===== config.mk =====
export PLATFORM = sky130hd
export DESIGN_NAME = sample_demux
export DESIGN_NICKNAME = d
export VERILOG_FILES = /design/src/rtl/sdmx_pkg.sv /design/src/rtl/sdmx_cfg.sv /design/src/rtl/sdmx_collect.sv /design/src/rtl/sdmx_outstage.sv /design/src/rtl/sdmx_ready.sv /design/src/rtl/sample_demux.sv
export SDC_FILE = /design/constraint.sdc
export NUM_CORES = 1
export LEC_CHECK = 0
export CORE_MARGIN = 3
export CORE_UTILIZATION = 30
export CTS_BUF_LIST = sky130_fd_sc_hd__clkbuf_4
export CTS_CLUSTER_DIAMETER = 30
export DETAILED_ROUTE_END_ITERATION = 8
export GPL_TIMING_DRIVEN = 0
export PLACE_DENSITY = 0.59
export SLEW_MARGIN = 20
export SYNTH_ARGS = -nofsm -noshare
export SYNTH_HDL_FRONTEND = slang
export SYNTH_HIERARCHICAL = 1
export SYNTH_SLANG_ARGS = --single-unit

===== constraint.sdc =====
create_clock -name clk -period 6.8 [get_ports clk]
set_input_delay 1.02 -clock clk [delete_from_list [all_inputs] [get_ports clk]]
set_output_delay 1.02 -clock clk [all_outputs]
set_load 0.02 [all_outputs]

===== src/rtl/sdmx_pkg.sv =====
package sdmx_pkg;
  // Number of samples in one group for a given ratio select.
  function automatic int group_len(input logic r8, input int nport);
    return r8 ? nport : nport / 2;
  endfunction
endpackage


===== src/rtl/sdmx_cfg.sv =====
module sdmx_cfg (
  input  logic clk,
  input  logic arst,
  input  logic r8_i,
  input  logic w10_i,
  input  logic hr_i,
  output logic r8_o,
  output logic w10_o,
  output logic hr_o
);
  // Selects are loaded on every clock while arst holds, then frozen.
  always_ff @(posedge clk) begin
    if (arst) begin
      r8_o  <= r8_i;
      w10_o <= w10_i;
      hr_o  <= hr_i;
    end
  end
endmodule


===== src/rtl/sdmx_collect.sv =====
module sdmx_collect #(
  parameter int SAMPLE_W = 10,
  parameter int NPORT    = 8
) (
  input  logic                      clk,
  input  logic                      arst,
  input  logic                      srst,
  input  logic                      r8,
  input  logic                      hr,
  input  logic                      acc,
  input  logic [SAMPLE_W-1:0]       d0,
  input  logic [SAMPLE_W-1:0]       d1,
  output logic [NPORT*SAMPLE_W-1:0] buf_o,
  output logic [$clog2(NPORT)-1:0]  pos_o,
  output logic                      grp_o
);
  import sdmx_pkg::*;
  localparam int SEL_W = $clog2(NPORT);
  localparam int CW    = SEL_W + 1;

  logic [SEL_W-1:0] pos_q;
  logic [CW-1:0]    lim, step, nxt;
  logic             grp_q;

  always_comb begin
    lim  = CW'(group_len(r8, NPORT));
    step = hr ? CW'(2) : CW'(1);
    nxt  = {1'b0, pos_q} + step;
  end

  always_ff @(posedge clk or posedge arst) begin
    if (arst) begin
      pos_q <= '0;
      grp_q <= 1'b0;
    end else begin
      grp_q <= 1'b0;
      if (srst) begin
        pos_q <= '0;
      end else if (acc) begin
        if (nxt >= lim) begin
          pos_q <= '0;
          grp_q <= 1'b1;
        end else begin
          pos_q <= nxt[SEL_W-1:0];
        end
      end
    end
  end

  for (genvar s = 0; s < NPORT; s++) begin : g_slot
    logic [SAMPLE_W-1:0] slot_q;
    always_ff @(posedge clk or posedge arst) begin
      if (arst) begin
        slot_q <= '0;
      end else if (acc) begin
        if (SEL_W'(s) == pos_q)
          slot_q <= d0;
        else if (hr && (SEL_W'(s) == pos_q + 1'b1))
          slot_q <= d1;
      end
    end
    assign buf_o[s*SAMPLE_W +: SAMPLE_W] = slot_q;
  end

  assign pos_o = pos_q;
  assign grp_o = grp_q;
endmodule


===== src/rtl/sdmx_outstage.sv =====
module sdmx_outstage #(
  parameter int SAMPLE_W = 10,
  parameter int NARROW_W = 8,
  parameter int NPORT    = 8
) (
  input  logic                      clk,
  input  logic                      arst,
  input  logic                      r8,
  input  logic                      w10,
  input  logic                      grp,
  input  logic [NPORT*SAMPLE_W-1:0] buf_i,
  output logic [NPORT*SAMPLE_W-1:0] ports_o,
  output logic                      upd_o
);
  localparam int LOWB = SAMPLE_W - NARROW_W;
  localparam logic [SAMPLE_W-1:0] KEEP = {SAMPLE_W{1'b1}} << LOWB;

  logic [NPORT*SAMPLE_W-1:0] hold_q;
  logic                      hold_vld_q;

  // Stage 1: freeze the completed group so the collector can refill.
  always_ff @(posedge clk or posedge arst) begin
    if (arst) begin
      hold_q     <= '0;
      hold_vld_q <= 1'b0;
    end else begin
      hold_vld_q <= grp;
      if (grp) hold_q <= buf_i;
    end
  end

  // Stage 2: load every port in the same clock, masking by mode.
  for (genvar p = 0; p < NPORT; p++) begin : g_port
    logic [SAMPLE_W-1:0] v, m, port_q;
    always_comb begin
      v = hold_q[p*SAMPLE_W +: SAMPLE_W];
      m = w10 ? v : (v & KEEP);
    end
    if (p >= NPORT / 2) begin : g_upper
      always_ff @(posedge clk or posedge arst) begin
        if (arst)            port_q <= '0;
        else if (hold_vld_q) port_q <= r8 ? m : '0;
      end
    end else begin : g_lower
      always_ff @(posedge clk or posedge arst) begin
        if (arst)            port_q <= '0;
        else if (hold_vld_q) port_q <= m;
      end
    end
    assign ports_o[p*SAMPLE_W +: SAMPLE_W] = port_q;
  end

  assign upd_o = hold_vld_q;
endmodule


===== src/rtl/sdmx_ready.sv =====
module sdmx_ready #(
  parameter int NPORT = 8
) (
  input  logic clk,
  input  logic arst,
  input  logic r8,
  input  logic hr,
  input  logic upd,
  output logic dr
);
  import sdmx_pkg::*;
  localparam int SEL_W = $clog2(NPORT);

  logic [SEL_W-1:0] cnt_q, ld;
  logic             dr_q;
  int               high_clks;

  always_comb begin
    high_clks = hr ? group_len(r8, NPORT) / 4 : group_len(r8, NPORT) / 2;
    ld        = SEL_W'(high_clks - 1);
  end

  always_ff @(posedge clk or posedge arst) begin
    if (arst) begin
      dr_q  <= 1'b0;
      cnt_q <= '0;
    end else if (upd) begin
      dr_q  <= 1'b1;
      cnt_q <= ld;
    end else if (dr_q) begin
      if (cnt_q == '0) dr_q  <= 1'b0;
      else             cnt_q <= cnt_q - 1'b1;
    end
  end

  assign dr = dr_q;
endmodule


===== src/rtl/sample_demux.sv =====
module sample_demux #(
  parameter int SAMPLE_W = 10,
  parameter int NARROW_W = 8,
  parameter int NPORT    = 8
) (
  input  logic                      clk,
  input  logic                      arst,
  input  logic                      srst,
  input  logic                      ratio8_i,
  input  logic                      wide_i,
  input  logic                      half_rate_i,
  input  logic                      in_valid,
  output logic                      in_ready,
  input  logic [SAMPLE_W-1:0]       in_dat0,
  input  logic [SAMPLE_W-1:0]       in_dat1,
  output logic [NPORT*SAMPLE_W-1:0] port_data,
  output logic                      dr
);
  localparam int SEL_W = $clog2(NPORT);

  logic                      cfg_r8, cfg_w10, cfg_hr;
  logic                      acc, grp, upd;
  logic [SEL_W-1:0]          pos;
  logic [NPORT*SAMPLE_W-1:0] gbuf;

  assign in_ready = ~arst & ~srst;
  assign acc      = in_valid & in_ready;

  sdmx_cfg u_cfg (
    .clk(clk), .arst(arst),
    .r8_i(ratio8_i), .w10_i(wide_i), .hr_i(half_rate_i),
    .r8_o(cfg_r8), .w10_o(cfg_w10), .hr_o(cfg_hr)
  );

  sdmx_collect #(.SAMPLE_W(SAMPLE_W), .NPORT(NPORT)) u_collect (
    .clk(clk), .arst(arst), .srst(srst), .r8(cfg_r8), .hr(cfg_hr),
    .acc(acc), .d0(in_dat0), .d1(in_dat1),
    .buf_o(gbuf), .pos_o(pos), .grp_o(grp)
  );

  sdmx_outstage #(.SAMPLE_W(SAMPLE_W), .NARROW_W(NARROW_W), .NPORT(NPORT)) u_out (
    .clk(clk), .arst(arst), .r8(cfg_r8), .w10(cfg_w10),
    .grp(grp), .buf_i(gbuf), .ports_o(port_data), .upd_o(upd)
  );

  sdmx_ready #(.NPORT(NPORT)) u_ready (
    .clk(clk), .arst(arst), .r8(cfg_r8), .hr(cfg_hr), .upd(upd), .dr(dr)
  );
endmodule


Word-level counts from Yosys, hierarchy flattened. Index checks and enable logic that the tools add are counted.

Output and inout bits: 82. Input port bits: 27. Register bits after elaboration: 252.

Bitwise logic cells: 6. Equal/unequal tests: 15. Multiplexer cells: 43. Magnitude comparators: 1. Add/subtract/negate cells: 6. Reductions and logical operators: 31.

Operator list (count): 10-bit 2-to-1 mux (20); 3-bit == test, first input constant (8); 3-bit 2-to-1 mux (7); 2-bit nonzero test (10); 2-bit 2-to-1 mux (9); 2-bit AND reduction (9); 2-bit by 3-bit == test with 1-bit output, first input constant (4); 3-bit zero test (3); 1-bit logical AND (8); 1-bit by 3-bit == test with 1-bit output, first input constant (2); 1-bit 2-to-1 mux (6); 3-bit by 4-bit adder with 4-bit output (1); 4-bit >= comparator (1); 4-bit 2-to-1 mux (1); 2-bit by 1-bit adder with 3-bit output (1); 3-bit by 1-bit adder with 3-bit output (1); 3-bit by 1-bit adder with 3-bit output, second input constant (1); 3-bit by 1-bit subtractor with 3-bit output, second input constant (1); 3-bit by 2-bit subtractor with 3-bit output, second input constant (1); 1-bit AND (2); 1-bit AND, first input constant (2); 2-bit inequality test, second input constant (1); 1-bit inverter (2); 2-bit OR reduction (1).

Longest topological paths before layout.
Depth after elaboration: 7. Gate-level depth with buffers: 8. Depth with buffers taken out: 8.

Cells and area by module. Netlist, hierarchy kept.

By module, submodules not included: sdmx_outstage (area an instance 6124.6 um2, cells an instance 416, instances 1); sdmx_collect (area an instance 4478.0 um2, cells an instance 319, instances 1); sdmx_ready (area an instance 234.0 um2, cells an instance 23, instances 1); sdmx_cfg (area an instance 90.1 um2, cells an instance 3, instances 1); sample_demux (area an instance 16.3 um2, cells an instance 2, instances 1).

Least setup slack after synthesis. OpenSTA, ideal clock, no wires.

Path kind: input port to output port. Start: in srst. End: out in_ready. Path slack: 4467 ps. Stages: 1. Data arrival time: 1313 ps. Path through: nor2_1.

Longest elaborated chain between the ends: 2.

Ends and longest elaborated chain: start: declaration (line sample_demux.sv:8) `input logic srst,`; 1-bit inverter (line sample_demux.sv:26) `assign in_ready = ~arst & ~srst;`; 1-bit AND (line sample_demux.sv:26); end: declaration (line sample_demux.sv:13) `output logic in_ready,`.

Every way passes these cells.

Worst setup path after layout.
Start: in arst. End: out in_ready.

Longest elaborated chain between the ends: 2.

Ends and longest elaborated chain: start: declaration (line sample_demux.sv:7) `input logic arst,`; 1-bit inverter (line sample_demux.sv:26); 1-bit AND (line sample_demux.sv:26).

Every way passes these cells.

==> impl_metrics.ini <==
[floorplanning]
die_h_microns = 197
coreArea_sq_um = 35700
fp-row-count = 69
initial_core_util_pct = 30.6
die_w_microns = 197
io_pins = 109
die-area_sq_um = 38800

[run]
drv_cap = 0

[clock_tree]
cts_buffer_depth = 3
cts_tree = done
post_cts_buffers = 0
path_clk_slew_ns = 0.05
root_buffer = clkbuf_4
worstSkewPairLatency_ns = 0.68
cts-resized-gates = 0
numCtsBuffers = 73
htree_levels = 3
cts_hold_buffers = 0
clock-sinks = 252

[drt]
ant_nets = 0
drt_iter0_drc = 315
wl_per_cell_microns = 18.9
drc = 0
firstDrtPassIters = 4
vias = 6867
viasPerCell = 4.70
routed_wl_microns = 27600

[critical_path]
crit_path_top_delay_cell = clkdlybuf4s50_1
required_ns = 5.78
critical_path.top_delay_family = buffers and inverters
crit_path_start = arst
cp.arrival_ns = 2.62
cpMostUsedCell = clkdlybuf4s50_1
crit_chain = clkdlybuf4s50_1 -> nor2_1 -> clkdlybuf4s50_1
rrSetupSlack_ns = 4.04
startpoint_type = input pin
timing.rr.start = u_collect/pos_o[1]
critPathBufInv = 2
critical_path_class = input pin to output port
crit_path_max_fanout = 8
cpPeakStageDelay_ns = 0.76
crit_path_end_kind = output port

[timing]
grt_setup_unrepaired = false
finalMaxSlewViolations = 0
hold_viol = 0
fin_crit_sh_pct = 53.5
max_slew_margin_pct = 49.2
timing.fmax_mhz = 275
tns_ns = 0
fin_crit_ns = 3.64
tightest_slew_ns = 0.761
fin_skew_ns = 0.0379
setup_violations = 0

[synth]
synth.top_cells.by_count = 272 x mux2_2, 249 x dfrtp_1, 41 x inv_1
synth_fp_nets = 801
yosys.cell_types.count = 50
synth_top_area_cell = dfrtp_1
yosysMostFrequentCell = mux2_2
ys_seq_area_share_pct = 57.8
synth_area_sq_um = 10900
synth_edf_count = 3
synth_cells = 763
synth_async_sr_flop_share_pct = 98.8
synth_area_per_cell_sq_um = 14.3
synth_top_area_share_pct = 56.9
ys.flop_type = dfrtp_1
synthTopCellsByArea = dfrtp_1 57%, mux2_2 28%, buf_6 1.5%
ys_ff_latch = 252
yosys_warnings = 6

[global_route]
grt_max_degree = 101
grt_antenna_before_repair = 2
grt_pass1_vias = 7275
grt_pass1_wl_microns = 43300
grt_overflow = 0
track_usage_pct = 14.5

[power_and_ir_drop]
p_total_uw = 3680
vdd_drop_max_uv = 132
p_per_area_nw_per_um2 = 271
leakage_uw = 0.00620

[placed_design]
place.gp.congestion = 0.832
placed_area_sq_um = 12700
port_buffers = 108
dp_hpwl_microns = 18400

[run_status]
status = completed

[worst_hold_path]
min_from = u_collect/grp_o
hold_path_class = register to register

[cells_and_area]
antenna_cells = 0
final_cell_area_sq_um = 13600
drive_above_1_share_pct = 44.1
nNetsFinal = 986
syn2layout_area_growth_pct = 24.2
sequential cells by signal, indices dropped and copies added (netlist names), 3 cells and up:
name,count
u_out/g_port.port_q,80
u_out/hold_q,80
u_collect/pos_o,3
u_ready/cnt_q,3
u_collect/g_slot.slot_q,80
worst paths after layout:
kind,endpoint,depth (start not counted)
worst max-delay path,in_ready,3
worst min-delay path,u_out/upd_o,0
worst max register to register,u_collect/g_slot[6].slot_q[5],6
worst min register to register,u_out/upd_o,0
max in group asynchronous,u_out/g_port[4].port_q[4],3
min in group asynchronous,u_ready/cnt_q[2],2
cells by family (layout without fill, tap and decap cells):
kind of cell | count (synthesis) | after routing | share of synthesized area [%]
AO/OA/AOI/OAI | 67 | 67 | 4.43
XOR/XNOR | 1 | 1 | 0.0801
adder cells (fa/ha/maj) | 11 | 11 | 1.33
buffers and inverters | 83 | 321 | 4.16
flip-flops | 252 | 252 | 57.8
multiplexers | 273 | 273 | 28.1
AND/OR/NAND/NOR | 76 | 76 | 4.16
layer usage:
metal  track usage, %  part of all wire, %
met4             4.07                 0.84
met3             3.78                  5.4
met2             23.4                   48
met5                0                    0
met1             19.5                   46
through the flow:
stage	hold WS [ns]	utilization (%)	cells	setup WS, ns
after floorplan	0.374	-	763	1.43
after global placement	0.381	35.3	1332	-1.33
after detailed placement	0.390	35.4	1334	3.07
after CTS	0.399	38.0	1462	3.11
after global routing	0.411	38.0	1462	3.07
final	0.395	38.0	1462	3.16
cell type report:
| type | instances | area, sq um |
|---|---|---|
| Clock inverter | 21 | 115 |
| Tap cell | 461 | 577 |
| Fill cell | 3517 | 22200 |
| Clock buffer | 107 | 803 |
| Sequential cell | 252 | 6320 |
| Multi-Input combinational cell | 428 | 4170 |
| Inverter | 42 | 170 |
| Buffer | 41 | 298 |
| Timing Repair Buffer | 110 | 1140 |
placed cells by master, fill, tap and decap left out, types with 3 or more instances in the layout:
cell / instances
nand2_1: 12
nor2_1: 6
clkinv_2: 5
o21a_1: 4
clkbuf_1: 5
nor3b_1: 4
o2bb2ai_1: 8
inv_2: 5
ha_1: 10
buf_6: 15
buf_4: 3
a21oi_4: 3
mux2_2: 272
buf_2: 15
nand3b_1: 3
nand3_1: 29
dfrtp_1: 249
clkinv_1: 10
edfxtp_1: 3
a22o_1: 11
o21ai_0: 29
inv_1: 39
clkdlybuf4s50_1: 108
clkbuf_4: 107
power breakdown:
part	switching (uW)	internal, uW
Clock	631	760
Sequential	111	1700
Combinational	220	265
Total	961	2720
Note: power is estimated with default switching activity, not from simulation.
